**src/rtl/strap_pkg.sv**
```systemverilog
package strap_pkg;
  localparam int STRAP_W = 5;
  localparam int CODE_W  = 3;

  // Pad order: [4] voltage select, [3] pin role, [2:0] frequency code
  typedef struct packed {
    logic              vsel;
    logic              role;
    logic [CODE_W-1:0] code;
  } strap_t;

  localparam strap_t STRAP_PULLUP = '{vsel: 1'b1, role: 1'b1, code: '1};

  // Control register fields used by the block
  localparam int CTL_HIZ_BIT = 0;
  localparam int CTL_SRC_BIT = 3;
  localparam int CTL_SW_LSB  = 4;

  function automatic logic [CODE_W-1:0] pick_code(
      input logic              use_sw,
      input logic [CODE_W-1:0] sw_code,
      input logic [CODE_W-1:0] hw_code);
    return use_sw ? sw_code : hw_code;
  endfunction

  function automatic logic code_moved(
      input logic              running,
      input logic [CODE_W-1:0] old_code,
      input logic [CODE_W-1:0] new_code);
    return running && (old_code != new_code);
  endfunction
endpackage

```
**src/rtl/strap_sync.sv**
```systemverilog
module strap_sync #(
  parameter int STAGES = 2
) (
  input  logic clk,
  input  logic rst_n,
  input  logic async_i,
  output logic sync_o
);
  logic [STAGES-1:0] chain_q;

  generate
    for (genvar s = 0; s < STAGES; s++) begin : g_stage
      if (s == 0) begin : g_first
        always_ff @(posedge clk or negedge rst_n) begin
          if (!rst_n) chain_q[0] <= 1'b0;
          else        chain_q[0] <= async_i;
        end
      end else begin : g_next
        always_ff @(posedge clk or negedge rst_n) begin
          if (!rst_n) chain_q[s] <= 1'b0;
          else        chain_q[s] <= chain_q[s-1];
        end
      end
    end
  endgenerate

  assign sync_o = chain_q[STAGES-1];
endmodule

```
**src/rtl/strap_capture.sv**
```systemverilog
module strap_capture
  import strap_pkg::*;
(
  input  logic               clk,
  input  logic               rst_n,
  input  logic               good_i,
  input  logic [STRAP_W-1:0] pads_i,
  output strap_t             strap_o,
  output logic               valid_o,
  output logic               capture_o
);
  strap_t strap_q;
  logic   valid_q;

  // One-shot: taken only while no snapshot exists yet
  assign capture_o = good_i && !valid_q;

  always_ff @(posedge clk or negedge rst_n) begin
    if (!rst_n) begin
      strap_q <= STRAP_PULLUP;
      valid_q <= 1'b0;
    end else if (capture_o) begin
      strap_q <= strap_t'(pads_i);
      valid_q <= 1'b1;
    end
  end

  assign strap_o = strap_q;
  assign valid_o = valid_q;
endmodule

```
**src/rtl/settle_timer.sv**
```systemverilog
module settle_timer #(
  parameter int CYCLES = 42954
) (
  input  logic clk,
  input  logic rst_n,
  input  logic start_i,
  output logic done_o
);
  localparam int CNT_W = (CYCLES > 1) ? $clog2(CYCLES) : 1;
  localparam logic [CNT_W-1:0] LAST = CNT_W'(CYCLES - 1);

  logic [CNT_W-1:0] cnt_q;
  logic             busy_q;
  logic             done_q;

  always_ff @(posedge clk or negedge rst_n) begin
    if (!rst_n) begin
      cnt_q  <= '0;
      busy_q <= 1'b0;
      done_q <= 1'b0;
    end else if (start_i) begin
      cnt_q  <= '0;
      busy_q <= 1'b1;
    end else if (busy_q && !done_q) begin
      if (cnt_q == LAST) done_q <= 1'b1;
      else               cnt_q  <= cnt_q + 1'b1;
    end
  end

  assign done_o = done_q;
endmodule

```
**src/rtl/code_select.sv**
```systemverilog
module code_select
  import strap_pkg::*;
(
  input  logic              clk,
  input  logic              rst_n,
  input  logic              use_sw_i,
  input  logic [CODE_W-1:0] sw_code_i,
  input  logic [CODE_W-1:0] hw_code_i,
  input  logic              run_i,
  output logic [CODE_W-1:0] code_o,
  output logic              change_o
);
  logic [CODE_W-1:0] code_q;
  logic [CODE_W-1:0] code_d;
  logic              change_q;

  assign code_d = pick_code(use_sw_i, sw_code_i, hw_code_i);

  always_ff @(posedge clk or negedge rst_n) begin
    if (!rst_n) begin
      code_q   <= STRAP_PULLUP.code;
      change_q <= 1'b0;
    end else begin
      code_q   <= code_d;
      change_q <= code_moved(run_i, code_q, code_d);
    end
  end

  assign code_o   = code_q;
  assign change_o = change_q;
endmodule

```
**src/rtl/strap_ctrl.sv**
```systemverilog
module strap_ctrl
  import strap_pkg::*;
#(
  parameter int SYNC_STAGES   = 2,
  parameter int SETTLE_CYCLES = 42954
) (
  input  logic               clk,
  input  logic               por_n,
  input  logic               supply_ok,
  input  logic [STRAP_W-1:0] strap_pad_i,
  input  logic [7:0]         ctl_reg,
  output logic [STRAP_W-1:0] pad_oe,
  output logic [STRAP_W-1:0] pad_force_low,
  output logic               straps_valid,
  output logic               clocks_run,
  output logic               mode_strap,
  output logic               cpu_io_2v5,
  output logic               stop_inputs_en,
  output logic               extra_sdram_en,
  output logic               outputs_hiz,
  output logic [CODE_W-1:0]  sel_code,
  output logic               sel_change
);
  logic   good_sync;
  logic   capture_evt;
  strap_t strap_lat;
  logic   timer_done;
  logic   unused_ctl_bits;

  assign unused_ctl_bits = ^{ctl_reg[7], ctl_reg[2:1]};

  strap_sync #(.STAGES(SYNC_STAGES)) u_sync (
    .clk     (clk),
    .rst_n   (por_n),
    .async_i (supply_ok),
    .sync_o  (good_sync)
  );

  strap_capture u_cap (
    .clk       (clk),
    .rst_n     (por_n),
    .good_i    (good_sync),
    .pads_i    (strap_pad_i),
    .strap_o   (strap_lat),
    .valid_o   (straps_valid),
    .capture_o (capture_evt)
  );

  settle_timer #(.CYCLES(SETTLE_CYCLES)) u_timer (
    .clk     (clk),
    .rst_n   (por_n),
    .start_i (capture_evt),
    .done_o  (timer_done)
  );

  code_select u_sel (
    .clk       (clk),
    .rst_n     (por_n),
    .use_sw_i  (ctl_reg[CTL_SRC_BIT]),
    .sw_code_i (ctl_reg[CTL_SW_LSB +: CODE_W]),
    .hw_code_i (strap_lat.code),
    .run_i     (timer_done),
    .code_o    (sel_code),
    .change_o  (sel_change)
  );

  assign clocks_run     = timer_done;
  assign outputs_hiz    = ctl_reg[CTL_HIZ_BIT];
  assign mode_strap     = strap_lat.role;
  assign cpu_io_2v5     = strap_lat.vsel;
  assign stop_inputs_en = straps_valid && !strap_lat.role;
  assign extra_sdram_en = straps_valid &&  strap_lat.role;
  assign pad_oe         = {STRAP_W{straps_valid && !outputs_hiz}};
  assign pad_force_low  = {STRAP_W{straps_valid && !timer_done}};
endmodule

```
**config.mk**
```make
export PLATFORM = sky130hd
export DESIGN_NAME = strap_ctrl
export DESIGN_NICKNAME = d
export VERILOG_FILES = /design/src/rtl/strap_pkg.sv /design/src/rtl/strap_sync.sv /design/src/rtl/strap_capture.sv /design/src/rtl/settle_timer.sv /design/src/rtl/code_select.sv /design/src/rtl/strap_ctrl.sv
export SDC_FILE = /design/constraint.sdc
export NUM_CORES = 1
export LEC_CHECK = 0
export BUFFER_PORTS_ARGS = -buffer_cell sky130_fd_sc_hd__buf_2
export CORE_AREA = 2 2 60 62
export DETAILED_ROUTE_END_ITERATION = 10
export DIE_AREA = 0 0 62 64
export PLACE_DENSITY = 0.74
export SYNTH_ARGS = -nofsm -noshare
export SYNTH_HDL_FRONTEND = slang
export SYNTH_SLANG_ARGS = --single-unit
```
**constraint.sdc**
```tcl
create_clock -name clk -period 1.86 [get_ports clk]
set_input_delay 0.186 -clock clk [delete_from_list [all_inputs] [get_ports clk]]
set_output_delay 0.186 -clock clk [all_outputs]
set_load 0.02 [all_outputs]
```
==> results of run 1 <==
[logic make-up after synthesis]
| logic type | after synthesis | share of synthesized area [%] |
|---|---|---|
| and+or+nand+nor | 67 | 27.2 |
| DFF | 29 | 49.2 |
| buffers and inverters | 16 | 7.03 |
| xor gates and xnor gates | 12 | 7.03 |
| AOI/OAI and AO/OA | 9 | 4.27 |
| muxes | 5 | 3.60 |
| adders and majority gates | 2 | 1.67 |
[worst max-delay path, stage by stage (launching register included)]
cell	delay [ns]
sky130_fd_sc_hd__dfrtp_1	0.42
sky130_fd_sc_hd__inv_1	0.07
sky130_fd_sc_hd__ha_2	0.15
sky130_fd_sc_hd__or4bb_4	0.46
sky130_fd_sc_hd__nor4_4	0.26
sky130_fd_sc_hd__nand2b_4	0.19
sky130_fd_sc_hd__mux2i_1	0.20
[power by group]
group / total [mW] / switching [mW] / leakage, nW / internal (mW)
clock network: 0.441 / 0.223 / 0.0413 / 0.219
registers: 0.875 / 0.133 / 0.354 / 0.742
logic: 0.430 / 0.227 / 0.464 / 0.203
total: 1.75 / 0.583 / 0.859 / 1.16
[cell usage after synthesis]
library cell               instances
sky130_fd_sc_hd__xnor2_1           6
sky130_fd_sc_hd__nand4b_4          1
sky130_fd_sc_hd__nor4b_1           1
sky130_fd_sc_hd__or3_1             1
sky130_fd_sc_hd__o31a_1            1
sky130_fd_sc_hd__o211ai_1          4
sky130_fd_sc_hd__clkbuf_1          2
sky130_fd_sc_hd__nand2_1          24
sky130_fd_sc_hd__nand4_2           1
sky130_fd_sc_hd__dfrtp_1          21
sky130_fd_sc_hd__and3_1            1
sky130_fd_sc_hd__a21oi_1           1
sky130_fd_sc_hd__and2_1            1
sky130_fd_sc_hd__o21ai_0           1
sky130_fd_sc_hd__a21o_1            1
sky130_fd_sc_hd__dfstp_2           8
sky130_fd_sc_hd__or4b_4            1
sky130_fd_sc_hd__or4_1             3
sky130_fd_sc_hd__or3_4             2
sky130_fd_sc_hd__ha_1              2
sky130_fd_sc_hd__nand2b_2          1
sky130_fd_sc_hd__nor2_1            9
sky130_fd_sc_hd__and4_1            1
sky130_fd_sc_hd__nor3_1            1
sky130_fd_sc_hd__or2_2             1
sky130_fd_sc_hd__nor4_4            1
sky130_fd_sc_hd__buf_6             1
sky130_fd_sc_hd__or4bb_1           1
sky130_fd_sc_hd__nand4b_1          1
sky130_fd_sc_hd__inv_1             3
sky130_fd_sc_hd__nor2b_1           4
sky130_fd_sc_hd__buf_4            10
sky130_fd_sc_hd__mux2_2            3
sky130_fd_sc_hd__nand2b_1          1
sky130_fd_sc_hd__nand4_1           4
sky130_fd_sc_hd__o31ai_1           1
sky130_fd_sc_hd__mux2i_1           2
sky130_fd_sc_hd__nor4_1            3
sky130_fd_sc_hd__xor2_1            6
sky130_fd_sc_hd__nand3_1           3
[worst max path at each step]
stage / to / slack, ns / depth (start not counted)
3_5_place_dp: u_timer.cnt_q[1] / -0.03 / 6
3_3_place_gp: u_timer.cnt_q[0] / 0.06 / 6
4_1_cts: u_timer.cnt_q[1] / 0.01 / 6
6_report: u_timer.cnt_q[1] / 0.03 / 6
5_1_grt: u_timer.cnt_q[1] / -0.06 / 6
2_1_floorplan: u_timer.cnt_q[2] / 0.05 / 5
[routing by layer]
metal / up-vias / part of all wire, % / global-route usage (%)
li1: 553 / - / -
met1: 551 / 42 / 22.7
met2: 17 / 53 / 31.5
met3: 9 / 2.5 / 3.64
met4: 0 / 2.2 / 8.78
met5: - / 0 / 0
[registers in the layout, summed over array words and instances, names as in the netlist]
name and count:
u_cap.strap_o 5, u_sel.change_o 1, u_sel.code_o 3, u_sync.chain_q 1
u_sync.sync_o 1, u_timer.busy_q 1, u_timer.cnt_q 16, u_timer.done_o 1
[final cells by class]
class | instances | area, um^2
Fill cell | 282 | 1470
Sequential cell | 29 | 737
Multi-Input combinational cell | 95 | 683
Clock buffer | 7 | 65.1
Inverter | 3 | 11.3
Clock inverter | 1 | 5.00
Tap cell | 46 | 57.6
Timing Repair Buffer | 45 | 260
[through the flow]
step	worst slack [ns]	instances	setup TNS, ns
6_report	0.0264	226	0
5_1_grt	-0.0597	226	-0.174
4_1_cts	0.00963	225	0
3_5_place_dp	-0.0343	213	-0.0447
3_3_place_gp	0.0628	213	0
2_1_floorplan	0.0506	140	0
[what timing repair did]
item | 4_1_cts | 5_1_grt
gates cloned | 0 | 0
setup buffers | 2 | 1
pin swaps | 2 | 3
endpoints found under the setup margin | 3 | 6
hold buffers | 2 | 0
endpoints found under the hold margin | 22 | 0
gates resized for setup | 2 | 5
==> summary.md, run 1 <==
The average wire per standard cell was 13.8 um. Across all hold checks on the routed design, the worst slack comes to 0.0326 ns. The completed layout was analyzed and its total power is 1.75 mW. After detailed routing, the number of remaining DRC violations is 0. Hold path startpoint: strap_pad_i[3].

The worst-case IR drop observed on VDD is 0.499 mV. The die covers 3970 um^2. After layout, the worst path uses 98.6% of the clock period.

The top-area cell type share of the netlist area is 35.1%, and the clock period minus worst slack is 1.83 ns. The count of TritonRoute iterations in the first routing pass is 4. The vias after detailed routing came out at 1130. Of all cell types, the one taking the most synthesized area is sky130_fd_sc_hd__dfrtp_1. For the TritonCTS buffer count, the log shows 5. The worst hold path class is input port to register. The critical path starts at u_timer.cnt_q[1].

Terminating pin of the worst hold path: u_cap.strap_o[3]. The initial antenna violation count is 0, and the layout cell share with drive strength beyond 1 is 41.7%. In the final design database the tool counted 197 nets. In this run the power density over the cells is 960 nW/um^2. The run gives 0 as the number of nets with antenna violations after routing. The vertical extent of the die was 64 um; the number of sinks driven by the clock tree was 29. Setup violations remaining at the end of the flow were counted as 0.

The top cell types in the final layout, fill and taps aside, are sky130_fd_sc_hd__buf_2 (33), sky130_fd_sc_hd__nand2_1 (24), sky130_fd_sc_hd__dfrtp_1 (20). For the total count of hold-check failures in the final report, the log shows 0. The number of port buffers came out at 33. The tools report the buffer type at the clock tree root as sky130_fd_sc_hd__clkbuf_4.

The synthesized cell area is 1500 um^2. The launching element type of the critical path is a register. The tools report the via count of the first global-routing pass as 1200. After clock tree synthesis, the clock-pin slew on the worst setup and hold paths is 0.10 ns. Highest achievable clock rate: 545 MHz.

Compared with the post-synthesis result, the final layout area differs by 21.7%. The number of distinct library cells after synthesis is 40. The critical path is of the register to register type. The mean instance size in the synthesized netlist works out to 10.7 um^2.

Setup repair after global routing could not meet its margin everywhere. Detailed placement ended at an HPWL of 2290 um. The static leakage power was 0.859 nW. By area the synthesized netlist is led by sky130_fd_sc_hd__dfrtp_1 (35%), sky130_fd_sc_hd__dfstp_2 (14%), sky130_fd_sc_hd__nand2_1 (6.0%), sky130_fd_sc_hd__buf_4 (5.0%), sky130_fd_sc_hd__xnor2_1 (3.5%). For the data arrival time at the worst-slack endpoint, the log shows 2.09 ns. The logs give 2 for the depth of the CTS H-tree and 2.11 ns for the critical path required time. The library cell used most frequently in the layout, excluding fill and tap cells, is sky130_fd_sc_hd__buf_2.

After detailed routing, the number of vias per cell comes to 5.00. Along the worst hold path, the cell count comes to 3. The total routed wirelength came out at 3130 um. The run gives 1680 um^2 as the area of placed instances. The Yosys step of the flow raised 0 warnings.

The tools report the endpoint kind of the worst setup timing path as a register. The floorplan has 21 rows. For this block, the initial DRC count from the detailed router was 61. With fillers left out, the area of the finished cells amounts to 1820 um^2. Entering global routing, the biggest net connects 30 pins. The repair_antennas step left the layout with diodes totalling 0. TritonCTS built the clock tree.

Across the routed clock network, the largest skew measured is 0.0111 ns. The maximum clock path buffer count was 2. The relative slew slack came out at 56.5%. The region available for standard cell placement spans 3280 um^2. At the pin with the least slew margin, the transition time is 0.652 ns. After synthesis the netlist holds a flip-flop and latch count of 29. The end of the worst register-to-register path is u_timer.cnt_q[1]. The total routing usage reported by global routing was 18.9%; the clock latency of the later-clocked register in the worst-skew pair was 0.34 ns. The first global-routing pass estimated 5460 um of wire. The total overflow left after global routing is 0. The number of instances in the synthesized netlist was 140. Sequential cells were found to cover 49.2% of the synthesized design area.

Max-cap violations in this run came to 0. In this run the count of I/O pins placed on the die edge is 37. The logic depth of the worst register-to-register path works out to 6. The startpoint identified for the worst register-to-register timing path is u_timer.cnt_q[1].

For this configuration, the core starts out at a cell density of 45.5%. The highest fanout seen on the critical path came out at 4. At the end of the flow the core is filled with cells to 55.4%. Width of the die: 62 um. Routability-driven placement finished with a final weighted congestion of 0.866. Counting every net in the synthesized netlist gives 158. The run gives 0.03 ns as the register-to-register setup slack. The flow ran to the end, and the final reports show no timing, DRC or antenna violations. The final number of max-transition violations came out at 0.
Note: power is estimated with default switching activity, not from simulation.
==> run 2: changes to the inputs <==
--- a/config.mk
+++ b/config.mk
@@ -6,9 +6,11 @@
 export NUM_CORES = 1
 export LEC_CHECK = 0
 export BUFFER_PORTS_ARGS = -buffer_cell sky130_fd_sc_hd__buf_2
-export CORE_AREA = 2 2 60 62
+export CELL_PAD_IN_SITES_DETAIL_PLACEMENT = 0
+export CELL_PAD_IN_SITES_GLOBAL_PLACEMENT = 1
+export CORE_AREA = 2 2 68 70
 export DETAILED_ROUTE_END_ITERATION = 10
-export DIE_AREA = 0 0 62 64
+export DIE_AREA = 0 0 70 72
 export PLACE_DENSITY = 0.74
 export SYNTH_ARGS = -nofsm -noshare
 export SYNTH_HDL_FRONTEND = slang
==> constraint.sdc (replaced) <==
create_clock -name clk -period 1.86 [get_ports clk]
set_input_delay 0.372 -clock clk [delete_from_list [all_inputs] [get_ports clk]]
set_output_delay 0.372 -clock clk [all_outputs]
set_load 0.02 [all_outputs]
==> summary.md, run 2 (synthesized netlist as in run 1, its figures left out) <==
The run finished with clean final reports. The tools report the initial antenna violation count as 0. The tools report the cell-internal power as 1.47 mW. Leaving out fill and tap cells, the most frequent cells in the layout are sky130_fd_sc_hd__buf_2 (33), sky130_fd_sc_hd__nand2_1 (24), sky130_fd_sc_hd__dfrtp_1 (21). Power spread over the standard cell area amounts to 1110 nW/um^2.

The detailed router finished its first iteration with 44 violations. In this run, flip-flops and latches consume 41.7% of the power. The vertical extent of the die was 72 um. Adding up every negative setup slack in the final design gives 0 ns.

Relative to the synthesized area, the layout overhead comes to 24.5%. Detailed placement ended at an HPWL of 2310 um. The run gives 230 as the final cell count without fillers.

The maximum ir drop on the vdd rail is 0.401 mV, and the average wire per standard cell is 13.7 um. The layout cell share with drive strength beyond 1 is 41.6%, and the number of placement rows is 24. The placed instance count came out at 221. For the worst setup path, the data required time is 2.08 ns. At the pin with the least slew margin, the transition time is 0.638 ns. In this run the power spent charging and discharging nets is 0.592 mW. The die is 70 um wide. The logs give 0 for the total of max-cap violations and 57.4% for the relative slew slack. Once layout is done, the placed cells without fillers occupy 1860 um^2.

The antenna cell count was 0. The first detailed-routing pass took 4 iterations. The net count of the finished layout is 195. The worst setup path is captured at a register.

The tree is rooted in a sky130_fd_sc_hd__clkbuf_8. Buffers inserted to repair hold after CTS numbered 0. Clock transition time at the flip-flop clock pins of the worst setup and hold paths: 0.07 ns. The total routing usage reported by global routing was 13.8%; the highest fanout seen on the critical path was 5. The highest achievable clock rate was 565 MHz. The critical path goes through buf_4 > ha_1 > nand3_2 > or3_4 > or4_1 > nand2_1. The most common cell after layout, fill and taps aside is sky130_fd_sc_hd__buf_2. For this design, the sink count on the clock tree is 29.

Of the total power, combinational logic draws 20.8%. The run gives 0.00835 ns as the worst clock skew. The via count of the first global-routing pass came out at 1150.

The register with the most flip-flops in the layout has 16 of them. The worst register-to-register path ends at u_timer.cnt_q[14]. Data on the critical path arrives at its endpoint at 1.99 ns.

The clock network burns 37.5% of the power. The number of port buffers was 33. The first global-routing pass estimated 5420 um of wire. The clock passes through at most 2 buffers. The number of ports placed on the die boundary is 37, and the final number of max-transition violations is 0. The static leakage power is 0.893 nW. Entering global routing, the biggest net connects 30 pins. The worst hold path class is input port to asynchronous set/reset pin. For the die area, the log shows 5040 um^2.

In this run switching power makes up 28.7% of total power. For this block, the routed nets add up to 3150 um of wire. In this run the critical register-to-register path is launched from u_timer.cnt_q[1]. After detailed placement, the total cell area comes to 1700 um^2. For this run, the slowest stage of the critical path takes 0.47 ns. Setup violations remaining at the end of the flow were counted as 0. Logic depth of the worst register-to-register path: 6. The largest individual stage delay along the critical path comes from the cell sky130_fd_sc_hd__or4_1. For the register-to-register setup slack, the log shows 0.09 ns.

The detailed router placed 1137 vias in this run. The core region is 4260 um^2. The congestion estimate from routability-driven global placement came to 0.809. Total count of hold-check failures in the final report: 0.

The number of clock buffers added by TritonCTS is 5. The number of nets with antenna violations after routing is 0. TritonCTS built the clock tree.

STA classifies the critical path startpoint as a register. The post-detailed-route DRC marker count was 0; the depth of the CTS H-tree was 2. u_timer.cnt_q holds more flip-flops than any other register. In the finished design, the share of the clock period the worst path needs comes to 95.1%. Summed over all layers, the global routing overflow is 0. The critical path is of the register to register type. Setup repair after global routing could not meet its margin everywhere.

Using the TritonRoute via totals, the vias-per-cell ratio works out to 4.94. Once the floorplan was initialized, standard cells occupied 35.1% of the core. For the clock latency of the later-clocked register in the worst-skew pair, the log shows 0.28 ns.

The smallest clock period supported by the final layout is computed as 1.77 ns.
## run 2: metal layers
layer	up-vias	global-route usage, %	part of all wire (%)
li1	548	-	-
met1	561	17.7	46
met2	26	21.9	50
met3	2	4.17	3.0
met4	0	5.98	1.1
met5	-	0	0
## run 2: power groups by stage
stage | combinational (mW) | clock, mW | sequential, mW
floorplan | 0.242 | 0 | 0.873
global placement | 0.400 | 0 | 0.859
detailed placement | 0.421 | 0 | 0.866
CTS | 0.423 | 0.791 | 0.856
global route | 0.481 | 0.823 | 0.877
finish | 0.429 | 0.772 | 0.860
## run 2: how the worst max path moves through the flow
stage,cells after the start,from,endpoint,slack [ns]
floorplan,6,u_timer.cnt_q[1],u_timer.cnt_q[0],0.06
global placement,6,u_timer.cnt_q[1],u_timer.cnt_q[1],0.11
detailed placement,6,u_timer.cnt_q[0],u_timer.cnt_q[2],0.05
CTS,6,u_timer.cnt_q[0],u_timer.cnt_q[2],0.03
global route,7,u_timer.cnt_q[1],u_timer.cnt_q[2],-0.03
finish,6,u_timer.cnt_q[1],u_timer.cnt_q[14],0.09
## run 2: cell type report
type / instances / area, um^2
Timing Repair Buffer: 43 / 240
Sequential cell: 29 / 736
Multi-Input combinational cell: 95 / 676
Inverter: 3 / 11.3
Tap cell: 52 / 65.1
Clock buffer: 5 / 68.8
Clock inverter: 3 / 65.1
Fill cell: 428 / 2400
## run 2: worst max-delay path: cells and delay by family, from the launching register on
kind          cells  cell delay (ns)
fa+ha+maj         1             0.21
buf+inv           1             0.13
flops             1             0.34
simple gates      4             1.03
## run 2: what timing repair did
action | 4_1_cts | 5_1_grt
resized for setup | 0 | 4
endpoints found under the setup margin | 0 | 9
setup buffers | 0 | 1
## run 2: through the flow
step	power [mW]	hold slack [ns]	worst slack, ns	utilization (%)
final	2.06	0.115	0.0905	43.7
after global routing	2.18	0.155	-0.0305	43.7
after CTS	2.07	0.135	0.0310	43.0
after detailed placement	1.29	0.336	0.0514	39.9
after global placement	1.26	0.339	0.109	39.9
after floorplan	1.12	0.0764	0.0627	-
